--- src/rtl/tmds_tx_pkg.sv ---
package tmds_tx_pkg;

  localparam int SYM_W     = 10;
  localparam int COL_W     = 8;
  localparam int NUM_LANES = 3;

  // control tokens, indexed by {C1,C0}
  localparam logic [SYM_W-1:0] TOK_00 = 10'b1101010100;
  localparam logic [SYM_W-1:0] TOK_01 = 10'b0010101011;
  localparam logic [SYM_W-1:0] TOK_10 = 10'b0101010100;
  localparam logic [SYM_W-1:0] TOK_11 = 10'b1010101011;

  // clock lane pattern: five ones leave first (LSB first)
  localparam logic [SYM_W-1:0] CLK_PATTERN = 10'b0000011111;

  typedef struct packed {
    logic de;
    logic hsync_n;
    logic vsync_n;
  } vid_ctl_t;

  function automatic logic [SYM_W-1:0] ctl_token(input logic [1:0] c);
    logic [SYM_W-1:0] t;
    case (c)
      2'b00:   t = TOK_00;
      2'b01:   t = TOK_01;
      2'b10:   t = TOK_10;
      default: t = TOK_11;
    endcase
    return t;
  endfunction

endpackage

--- src/rtl/vid_timing_gen.sv ---
module vid_timing_gen
  import tmds_tx_pkg::*;
#(
  parameter int H_ACT = 640,
  parameter int H_FP  = 16,
  parameter int H_SY  = 96,
  parameter int H_BP  = 48,
  parameter int V_ACT = 480,
  parameter int V_FP  = 10,
  parameter int V_SY  = 2,
  parameter int V_BP  = 33,
  localparam int H_TOT = H_ACT + H_FP + H_SY + H_BP,
  localparam int V_TOT = V_ACT + V_FP + V_SY + V_BP,
  localparam int HW    = $clog2(H_TOT),
  localparam int VW    = $clog2(V_TOT)
) (
  input  logic          clk,
  input  logic          rst_n,
  input  logic          pix_en,
  output logic [HW-1:0] hcnt_o,
  output logic [VW-1:0] vcnt_o,
  output logic [7:0]    frame_o,
  output vid_ctl_t      ctl_o
);

  localparam logic [HW-1:0] H_LAST  = HW'(H_TOT - 1);
  localparam logic [VW-1:0] V_LAST  = VW'(V_TOT - 1);
  localparam logic [HW-1:0] H_AEND  = HW'(H_ACT);
  localparam logic [VW-1:0] V_AEND  = VW'(V_ACT);
  localparam logic [HW-1:0] HS_BEG  = HW'(H_ACT + H_FP);
  localparam logic [HW-1:0] HS_END  = HW'(H_ACT + H_FP + H_SY);
  localparam logic [VW-1:0] VS_BEG  = VW'(V_ACT + V_FP);
  localparam logic [VW-1:0] VS_END  = VW'(V_ACT + V_FP + V_SY);

  logic [HW-1:0] h_q, h_nxt;
  logic [VW-1:0] v_q, v_nxt;
  logic [7:0]    f_q, f_nxt;

  always_comb begin
    h_nxt = h_q;
    v_nxt = v_q;
    f_nxt = f_q;
    if (pix_en) begin
      if (h_q == H_LAST) begin
        h_nxt = '0;
        if (v_q == V_LAST) begin
          v_nxt = '0;
          f_nxt = f_q + 8'd1;
        end else begin
          v_nxt = v_q + VW'(1);
        end
      end else begin
        h_nxt = h_q + HW'(1);
      end
    end
  end

  always_ff @(posedge clk or negedge rst_n) begin
    if (!rst_n) begin
      h_q <= '0;
      v_q <= '0;
      f_q <= '0;
    end else begin
      h_q <= h_nxt;
      v_q <= v_nxt;
      f_q <= f_nxt;
    end
  end

  assign hcnt_o        = h_q;
  assign vcnt_o        = v_q;
  assign frame_o       = f_q;
  assign ctl_o.de      = (h_q < H_AEND) && (v_q < V_AEND);
  assign ctl_o.hsync_n = !((h_q >= HS_BEG) && (h_q < HS_END));
  assign ctl_o.vsync_n = !((v_q >= VS_BEG) && (v_q < VS_END));


  hcnt_range_chk: assert property (@(posedge clk) disable iff (!rst_n)
    (h_q <= H_LAST) && (v_q <= V_LAST));


  line_step_chk: assert property (@(posedge clk) disable iff (!rst_n)
    !(pix_en && (h_q == H_LAST)) |=> $stable(v_q));


  sync_in_blank_chk: assert property (@(posedge clk) disable iff (!rst_n)
    (!ctl_o.hsync_n || !ctl_o.vsync_n) |-> !ctl_o.de);

endmodule

--- src/rtl/test_pattern_src.sv ---
module test_pattern_src
  import tmds_tx_pkg::*;
#(
  parameter int HW = 10,
  parameter int VW = 10
) (
  input  logic [HW-1:0]    hcnt,
  input  logic [VW-1:0]    vcnt,
  input  logic [7:0]       frame,
  output logic [COL_W-1:0] red_o,
  output logic [COL_W-1:0] green_o,
  output logic [COL_W-1:0] blue_o
);

  logic [7:0] h8, v8;

  always_comb begin
    h8      = 8'(hcnt);
    v8      = 8'(vcnt);
    red_o   = h8 * 8'd29 + v8 * 8'd7 + frame * 8'd53;
    green_o = (h8 * 8'd13) ^ (v8 * 8'd97) ^ frame;
    blue_o  = ~(red_o ^ green_o);
  end

endmodule

--- src/rtl/tmds_lane_enc.sv ---
module tmds_lane_enc
  import tmds_tx_pkg::*;
(
  input  logic             clk,
  input  logic             rst_n,
  input  logic             en,
  input  logic             de,
  input  logic [1:0]       ctl,
  input  logic [COL_W-1:0] din,
  output logic [SYM_W-1:0] sym_o
);

  logic [8:0]        qm;
  logic [3:0]        n1d, n1q;
  logic              use_xnor;
  logic signed [5:0] bal;
  logic signed [5:0] disp_q, disp_nxt;
  logic [SYM_W-1:0]  sym_q, sym_nxt;
  logic              de_q, de_nxt;

  // stage 1: transition minimising
  always_comb begin
    n1d = '0;
    for (int i = 0; i < COL_W; i++) n1d = n1d + {3'b000, din[i]};
    use_xnor = (n1d > 4'd4) || ((n1d == 4'd4) && !din[0]);
    qm[0] = din[0];
    for (int i = 1; i < COL_W; i++)
      qm[i] = use_xnor ? ~(qm[i-1] ^ din[i]) : (qm[i-1] ^ din[i]);
    qm[8] = ~use_xnor;
    n1q = '0;
    for (int i = 0; i < COL_W; i++) n1q = n1q + {3'b000, qm[i]};
    bal = $signed({1'b0, n1q, 1'b0}) - 6'sd8;
  end

  // stage 2: DC balancing
  always_comb begin
    sym_nxt  = sym_q;
    disp_nxt = disp_q;
    de_nxt   = de_q;
    if (en) begin
      de_nxt = de;
      if (!de) begin
        sym_nxt  = ctl_token(ctl);
        disp_nxt = '0;
      end else if ((disp_q == 6'sd0) || (bal == 6'sd0)) begin
        sym_nxt  = {~qm[8], qm[8], qm[8] ? qm[7:0] : ~qm[7:0]};
        disp_nxt = qm[8] ? (disp_q + bal) : (disp_q - bal);
      end else if (((disp_q > 6'sd0) && (bal > 6'sd0)) ||
                   ((disp_q < 6'sd0) && (bal < 6'sd0))) begin
        sym_nxt  = {1'b1, qm[8], ~qm[7:0]};
        disp_nxt = disp_q + (qm[8] ? 6'sd2 : 6'sd0) - bal;
      end else begin
        sym_nxt  = {1'b0, qm[8], qm[7:0]};
        disp_nxt = disp_q - (qm[8] ? 6'sd0 : 6'sd2) + bal;
      end
    end
  end

  always_ff @(posedge clk or negedge rst_n) begin
    if (!rst_n) begin
      sym_q  <= '0;
      disp_q <= '0;
      de_q   <= 1'b0;
    end else begin
      sym_q  <= sym_nxt;
      disp_q <= disp_nxt;
      de_q   <= de_nxt;
    end
  end

  assign sym_o = sym_q;


  disp_bound_chk: assert property (@(posedge clk) disable iff (!rst_n)
    (disp_q >= -6'sd16) && (disp_q <= 6'sd16));


  first_data_neutral_chk: assert property (@(posedge clk) disable iff (!rst_n)
    (en && de && !de_q) |=> (sym_q[9] != sym_q[8]));

endmodule

--- src/rtl/lane_serializer.sv ---
module lane_serializer #(
  parameter int W = 10
) (
  input  logic         clk,
  input  logic         rst_n,
  input  logic         load,
  input  logic [W-1:0] sym,
  output logic         bit_o
);

  logic [W-1:0] sh_q, sh_nxt;

  always_comb begin
    if (load) sh_nxt = sym;
    else      sh_nxt = {1'b0, sh_q[W-1:1]};
  end

  always_ff @(posedge clk or negedge rst_n) begin
    if (!rst_n) sh_q <= '0;
    else        sh_q <= sh_nxt;
  end

  assign bit_o = sh_q[0];

endmodule

--- src/rtl/tmds_video_tx.sv ---
module tmds_video_tx
  import tmds_tx_pkg::*;
#(
  parameter int H_ACT = 640,
  parameter int H_FP  = 16,
  parameter int H_SY  = 96,
  parameter int H_BP  = 48,
  parameter int V_ACT = 480,
  parameter int V_FP  = 10,
  parameter int V_SY  = 2,
  parameter int V_BP  = 33
) (
  input  logic clk_bit,
  input  logic rst_n,
  output logic lane_blue_o,
  output logic lane_green_o,
  output logic lane_red_o,
  output logic lane_clk_o
);

  localparam int HW   = $clog2(H_ACT + H_FP + H_SY + H_BP);
  localparam int VW   = $clog2(V_ACT + V_FP + V_SY + V_BP);
  localparam int PH_W = $clog2(SYM_W);
  localparam logic [PH_W-1:0] PH_LAST = PH_W'(SYM_W - 1);

  // reset: asserted at once, released on the clock
  logic [1:0] rst_sync_q;
  logic       rst_int_n;

  always_ff @(posedge clk_bit or negedge rst_n) begin
    if (!rst_n) rst_sync_q <= 2'b00;
    else        rst_sync_q <= {rst_sync_q[0], 1'b1};
  end
  assign rst_int_n = rst_sync_q[1];

  // pixel enable from a divide-by-ten phase counter
  logic [PH_W-1:0] phase_q, phase_nxt;
  logic            pix_en;
  logic            enc_vld_q, enc_vld_nxt;
  logic            ser_load;

  assign pix_en = (phase_q == PH_LAST);

  always_comb begin
    phase_nxt   = pix_en ? '0 : phase_q + PH_W'(1);
    enc_vld_nxt = enc_vld_q | pix_en;
  end

  always_ff @(posedge clk_bit or negedge rst_int_n) begin
    if (!rst_int_n) begin
      phase_q   <= '0;
      enc_vld_q <= 1'b0;
    end else begin
      phase_q   <= phase_nxt;
      enc_vld_q <= enc_vld_nxt;
    end
  end

  // serializers wait until the encoders hold a real symbol
  assign ser_load = pix_en & enc_vld_q;

  logic [HW-1:0] hcnt;
  logic [VW-1:0] vcnt;
  logic [7:0]    frame;
  vid_ctl_t      vid;

  vid_timing_gen #(
    .H_ACT(H_ACT), .H_FP(H_FP), .H_SY(H_SY), .H_BP(H_BP),
    .V_ACT(V_ACT), .V_FP(V_FP), .V_SY(V_SY), .V_BP(V_BP)
  ) u_timing (
    .clk    (clk_bit),
    .rst_n  (rst_int_n),
    .pix_en (pix_en),
    .hcnt_o (hcnt),
    .vcnt_o (vcnt),
    .frame_o(frame),
    .ctl_o  (vid)
  );

  // lane 0 blue, 1 green, 2 red
  logic [NUM_LANES-1:0][COL_W-1:0] col;
  logic [NUM_LANES-1:0][SYM_W-1:0] sym;
  logic [NUM_LANES-1:0]            ser_bit;

  test_pattern_src #(.HW(HW), .VW(VW)) u_pattern (
    .hcnt   (hcnt),
    .vcnt   (vcnt),
    .frame  (frame),
    .red_o  (col[2]),
    .green_o(col[1]),
    .blue_o (col[0])
  );

  for (genvar g = 0; g < NUM_LANES; g++) begin : g_lane
    logic [1:0] ctl_g;
    if (g == 0) begin : g_sync
      assign ctl_g = {vid.vsync_n, vid.hsync_n};
    end else begin : g_nosync
      assign ctl_g = 2'b00;
    end

    tmds_lane_enc u_enc (
      .clk  (clk_bit),
      .rst_n(rst_int_n),
      .en   (pix_en),
      .de   (vid.de),
      .ctl  (ctl_g),
      .din  (col[g]),
      .sym_o(sym[g])
    );

    lane_serializer #(.W(SYM_W)) u_ser (
      .clk  (clk_bit),
      .rst_n(rst_int_n),
      .load (ser_load),
      .sym  (sym[g]),
      .bit_o(ser_bit[g])
    );
  end

  lane_serializer #(.W(SYM_W)) u_clk_ser (
    .clk  (clk_bit),
    .rst_n(rst_int_n),
    .load (ser_load),
    .sym  (CLK_PATTERN),
    .bit_o(lane_clk_o)
  );

  assign lane_blue_o  = ser_bit[0];
  assign lane_green_o = ser_bit[1];
  assign lane_red_o   = ser_bit[2];


  clk_lane_load_chk: assert property (@(posedge clk_bit) disable iff (!rst_int_n)
    ser_load |=> lane_clk_o);


  clk_lane_shape_chk: assert property (@(posedge clk_bit) disable iff (!rst_int_n)
    $fell(lane_clk_o) |-> $past(lane_clk_o, 5));

endmodule

--- config.mk ---
export PLATFORM = sky130hd
export DESIGN_NAME = tmds_video_tx
export DESIGN_NICKNAME = d
export VERILOG_FILES = /design/src/rtl/tmds_tx_pkg.sv /design/src/rtl/vid_timing_gen.sv /design/src/rtl/test_pattern_src.sv /design/src/rtl/tmds_lane_enc.sv /design/src/rtl/lane_serializer.sv /design/src/rtl/tmds_video_tx.sv
export SDC_FILE = /design/constraint.sdc
export NUM_CORES = 1
export LEC_CHECK = 0
export ABC_CLOCK_PERIOD_IN_PS = 5000
export CORE_ASPECT_RATIO = 1.75
export CORE_UTILIZATION = 55
export CTS_CLUSTER_DIAMETER = 80
export CTS_CLUSTER_SIZE = 40
export DETAILED_ROUTE_END_ITERATION = 12
export PLACE_DENSITY = 0.71
export SYNTH_ARGS = -nofsm -noshare
export SYNTH_HDL_FRONTEND = slang
export SYNTH_HIERARCHICAL = 1
export SYNTH_SLANG_ARGS = --single-unit
--- constraint.sdc ---
create_clock -name clk_bit -period 5 [get_ports clk_bit]
set_input_delay 0.75 -clock clk_bit [delete_from_list [all_inputs] [get_ports clk_bit]]
set_output_delay 0.75 -clock clk_bit [all_outputs]
set_load 0.01 [all_outputs]
======== After elaboration in Yosys (flattened, before gate mapping) ========
Index checks and enable logic that the tools add are counted.
Widths: inputs -> output; s select.
word-level totals
  output and inout port bits .............. 4
  bits of input ports ..................... 2
  bits in registers ....................... 123
  word-level logic and storage cells ...... 267
cells by class
  bitwise operators ....................... 54
  $mul .................................... 5
  $lt $le $gt $ge ......................... 21
  add/subtract/negate cells ............... 69
  reduce and logical (&&, ||, !) cells .... 35
  mux-type cells .......................... 59
  equality and inequality tests ........... 8
operators with widths
  operator               count
  $add 4x1->4            36
  $mux 10                14
  $mux 6                 12
  $add 6x6->6            9
  $sub 6x6->6            9
  $gt 6x1->1 const B     6
  $logic_not 6->1        6
  $lt 6x1->1 const B     6
  $not 8->8              4
  $pmux 10 s3            1
  $mux 8                 3
  $not 1->1              24
  $xor 8x8->8            3
  $mux 1                 21
  $xor 1x1->1            21
  $add 10x1->10 const B  2
  $eq 10x10->1 const B   2
  $lt 10x10->1 const B   2
  $lt 10x9->1 const B    2
  $sub 5x4->6 const B    3
  $add 8x8->8            2
  $add 1x1->2            6
  $eq 4x3->1 const B     3
  $gt 4x3->1 const B     3
  23 further kinds       51

======== Logic depth before layout (Yosys ltp) ========
  depth in word-level cells ............... 42
  gate-level depth with buffers ........... 46
  depth with buffers taken out ............ 46

======== Cells and area by module ========
Netlist, hierarchy kept.
modules (own cells, without submodules)
  module                            instances  area an instance (µm²)  sequential area each (µm²)  cells each
  tmds_lane_enc at g_lane[2].u_enc  1          2,152.1                 375.4                       229
  test_pattern_src                  1          2,142.1                 0.0                         218
  tmds_lane_enc at g_lane[1].u_enc  1          2,105.8                 375.4                       230
  tmds_lane_enc at g_lane[0].u_enc  1          2,078.2                 375.4                       216
  lane_serializer                   4          404.1                   250.2                       21
  vid_timing_gen                    1          1,476.4                 700.7                       144
  tmds_video_tx                     1          282.8                   175.2                       22

======== Worst setup path before layout ========
OpenSTA, ideal clock, no wires.
  kind .................................... reg2reg
  from .................................... reg u_timing.v_q[3], in the netlist u_timing/vcnt_o[3]
  to ...................................... reg g_lane[0].u_enc.disp_q[5]
  data required time ...................... 4.882 ns
  setup slack ............................. -6.797 ns
  clock period less this slack ............ 11.797 ns
  buffers on the path ..................... 1
  setup time .............................. 0.118 ns
  arrival time ............................ 11.679 ns
  stages on the path, launching flop included .. 44
  cells stage by stage .................... dfrtp_1 > inv_1 > fa_1 > inv_1 > fa_1 > inv_1 > fa_1 > inv_1 > fa_1 > inv_1 > fa_1 > fa_1 > inv_1 > ha_1 > xnor2_1 > xnor2_1 > fa_1 > inv_1 > [8 not listed] > fa_1 > fa_1 > inv_1 > fa_1 > ha_1 > inv_1 > fa_1 > xnor2_1 > ha_1 > inv_1 > ha_1 > inv_1 > ha_1 > a21oi_1 > xnor2_1 > mux2i_1 > o22ai_1 > a21o_1
RTL lines
  what                      RTL line              text
  start: declaration        vid_timing_gen.sv:36  logic [VW-1:0] v_q, v_nxt;
  start signal: assignment  vid_timing_gen.sv:65  v_q <= v_nxt;
  end signal: assignment    tmds_lane_enc.sv:66   disp_q <= disp_nxt;
  end: declaration          tmds_lane_enc.sv:17   logic signed [5:0] disp_q, disp_nxt;

==> impl_metrics.ini <==
[synth]
synth.yosys.seq_area_share_pct = 25.3
synth_enable_flop_cells = 0
synth_area_sq_mm = 0.0119
synth_cell_type_count = 84
yosys_warnings = 6
ys_seq_elements = 120
avgSynthCellArea_sq_um = 10.4
async_reset_ff_share_pct = 100
most_common_flop_cell_mapped_by_yosys = dfrtp_1
synth_cells = 1143

[floorplan]
initial_utilization_pct = 56.4
design.core.area_sq_mm = 0.0210
floorplan.die.width_microns = 113
io_pins = 6
num_rows = 70
fp.dieArea_sq_mm = 0.0222
die_height_microns = 196

[setup_path]
critical_register_to_register_path_endpoint = g_lane[0].u_enc/disp_q[5]$_DFFE_PN0P_
setup.worst_path.end_class = flip-flop
critPathArrivalTime_ps = 11360
required_ps = 5310
worstSetupPathType = reg2reg
crit_path_start_kind = flip-flop
r2r_setup_slack_ps = -6050
crit_path_start = u_timing/vcnt_o[4]$_DFFE_PN0P_
cpLargestDelayFamily = adder cells
crit_top_cell = fa_1
timing.critical_path.buf_inv = 13
critical_path_peak_fanout = 5
timing.reg2reg.worst_path_depth = 44
r2r-start = u_timing/vcnt_o[4]$_DFFE_PN0P_
crit_path_max_incr_delay_ps = 570
worst_path_max_delay_cell = fa_1
cp.depth = 44
crit_path_end = g_lane[0].u_enc/disp_q[5]$_DFFE_PN0P_

[sta]
finalSetupTns_ps = -228630
fmaxAchievable_mhz = 90.5
hold_ws_ps = 368
maxSlewViolCount = 0
finalClockSkew_ps = 10.4
setup_viol_count_final = 45
grt_setup_unrepaired = yes
layout_worst_path_cycle_share_pct = 221
final_hold_violating_endpoints = 0
layout_setup_ws_ps = -6050
worst_slew_margin_rel_pct = 32.3
final.min_clock_period_ps = 11050
worst_slew_pin_slew_ps = 1010

[route]
vias_per_cell = 5.49
route.detailed.wl_per_inst_microns = 18.2
drc_errors = 0
ant_nets = 0
drt-total-wl_mm = 30.6
dr_total_vias = 9213
first_pass_iters = 5
initialDrtViolationCount = 307

[cts]
clk_root_buffer_cell = clkbuf_16
tritoncts = built
clk_latency_ps = 430
cts_hold_buf = 0
cts_inserted_buffers = 17
clock_path_buffers = 2
clock_sinks = 120
clk_pin_slew_worst_paths_ps = 60
ctsHtreeMaxLevel = 4

[global_route]
grt_util_all_layers_pct = 27.7
grt_pass1_wl_mm = 47.3
grt_max_degree = 64
number_of_global_route_vias_before_repair = 9891
grt_antenna_before_repair = 0
grt_remaining_overflow = 0

[flow_run]
maxCapViolations = 0

[placed_design]
dp_worst_setup_slack_ps = -6120
gp_congestion = 0.870
hpwlAfterDp_mm = 21.1
placedCellCount = 1597
io_buffer_count = 5

[layout]
layout-area-overhead-vs-synth_pct = 36.0
utilization_pct = 76.7
fillCellCount = 1327
final_cell_mix = buf_4, inv_1, dfrtp_1
final_std_cells_w_o_fill = 1678
antenna_cells = 0
layout.nets = 1636
layout-drive-gt1-share_pct = 40.3
most_common_library_cell_in_the_layout_ignoring_fill_and_taps = buf_4

[status]
outcome = finished, violations left
failed_checks = setup timing

[pwr]
cellLeakagePower_nw = 7.78
power.density_mw_per_mm2 = 144
max-vdd-ir-drop_mv = 0.212

[hold_path]
holdPathStages = 0
tightest_hold_check_type = reg2reg
==> logic make-up after synthesis <==
logic type	count (synthesis)	synth area share (%)
other cells	2	0.0634
xor+xnor	183	14.9
simple gates	166	7.84
mux	53	6.20
flops	120	25.3
compound gates	179	10.2
buf+inv	219	7.48
fa+ha+maj	221	28.0
==> metrics by stage <==
step / power (mW) / cell area, sq um
after floorplan: 1.01 / 12600
after global placement: 1.02 / 14300
after detailed placement: 1.02 / 14300
after CTS: 2.34 / 15600
after global routing: 2.39 / 16100
final: 2.33 / 16100
==> where the power goes <==
group          total (mW)  switching (mW)  internal, mW
Combinational      0.0213          0.0161       0.00515
Clock                1.32           0.484         0.838
Sequential          0.984          0.0105         0.973
==> flip-flops by register name, summed over array words and instances, names as in the netlist <==
register / count
phase_q: 4
g_lane.u_enc/disp_q: 15
enc_vld_q: 1
u_timing/frame_o: 8
u_clk_ser/sh_q: 10
u_timing/vcnt_o: 10
g_lane.u_enc/sym_o: 30
rst_sync_q: 2
u_timing/hcnt_o: 10
g_lane.u_ser/sh_q: 30
==> repair_timing <==
action / CTS / global route
endpoints found under the setup margin: 45 / 45
setup buffers: 25 / 30
pin swaps: 92 / 59
gates resized for setup: 93 / 77
==> worst min-delay path by stage <==
stage / startpoint / to / slack (ps)
finish: rst_sync_q[0]$_DFF_PN0_ / rst_sync_q[1]$_DFF_PN0_ / 370
global route: rst_sync_q[0]$_DFF_PN0_ / rst_sync_q[1]$_DFF_PN0_ / 390
CTS: rst_sync_q[0]$_DFF_PN0_ / rst_sync_q[1]$_DFF_PN0_ / 370
detailed placement: rst_sync_q[0]$_DFF_PN0_ / rst_sync_q[1]$_DFF_PN0_ / 350
global placement: rst_sync_q[0]$_DFF_PN0_ / rst_sync_q[1]$_DFF_PN0_ / 340
floorplan: rst_sync_q[0]$_DFF_PN0_ / rst_sync_q[1]$_DFF_PN0_ / 330
==> layout make-up <==
class	count	area, sq um	share of cell area (%)
clock buffers	18	429	2.66
clock inverters	14	198	1.23
flip-flops and latches	120	3020	18.7
well taps	252	315	1.96
inverters	194	758	4.70
multi-input cells	825	9310	57.7
repair buffers	255	2100	13.0
==> synth_stat cells (4+ instances only) <==
cell / instances / area, sq um
inv_1: 193 / 724
ha_1: 148 / 1850
xnor2_1: 128 / 1120
dfrtp_1: 120 / 3000
fa_1: 73 / 1460
a21oi_1: 53 / 265
nor2_1: 42 / 158
xor2_1: 42 / 368
mux2_4: 37 / 556
nand2_1: 33 / 124
a21o_1: 28 / 210
o21ai_0: 23 / 115
o22ai_1: 19 / 119
nand3_1: 16 / 80.1
nor3_1: 11 / 55.1
mux2i_1: 10 / 100
clkbuf_1: 9 / 33.8
nand4_1: 8 / 50.1
o221ai_1: 8 / 70.1
o21ai_1: 7 / 35.0
and3_1: 6 / 37.5
a21boi_0: 5 / 37.5
and2_1: 5 / 31.3
buf_6: 5 / 56.3
mux2_2: 5 / 56.3
a211oi_1: 4 / 30.0
and2_2: 4 / 30.0
buf_2: 4 / 20.0
o211ai_1: 4 / 30.0
xnor2_2: 4 / 65.1
==> per-layer routing <==
layer  routed length (microns)  track usage [%]
met1                     10600             26.9
met2                     17800             55.2
met3                       567             2.93
met4                      1570             15.7
met5                         0                0
==> worst register-to-register path, delay by kind of cell, from the launching register on <==
kind	cells	cell delay, ps
xor+xnor	7	1200
simple gates	3	390
buf+inv	13	960
fa+ha+maj	17	7330
compound gates	4	660
flops	1	390
(Power assumes the default switching activity.)
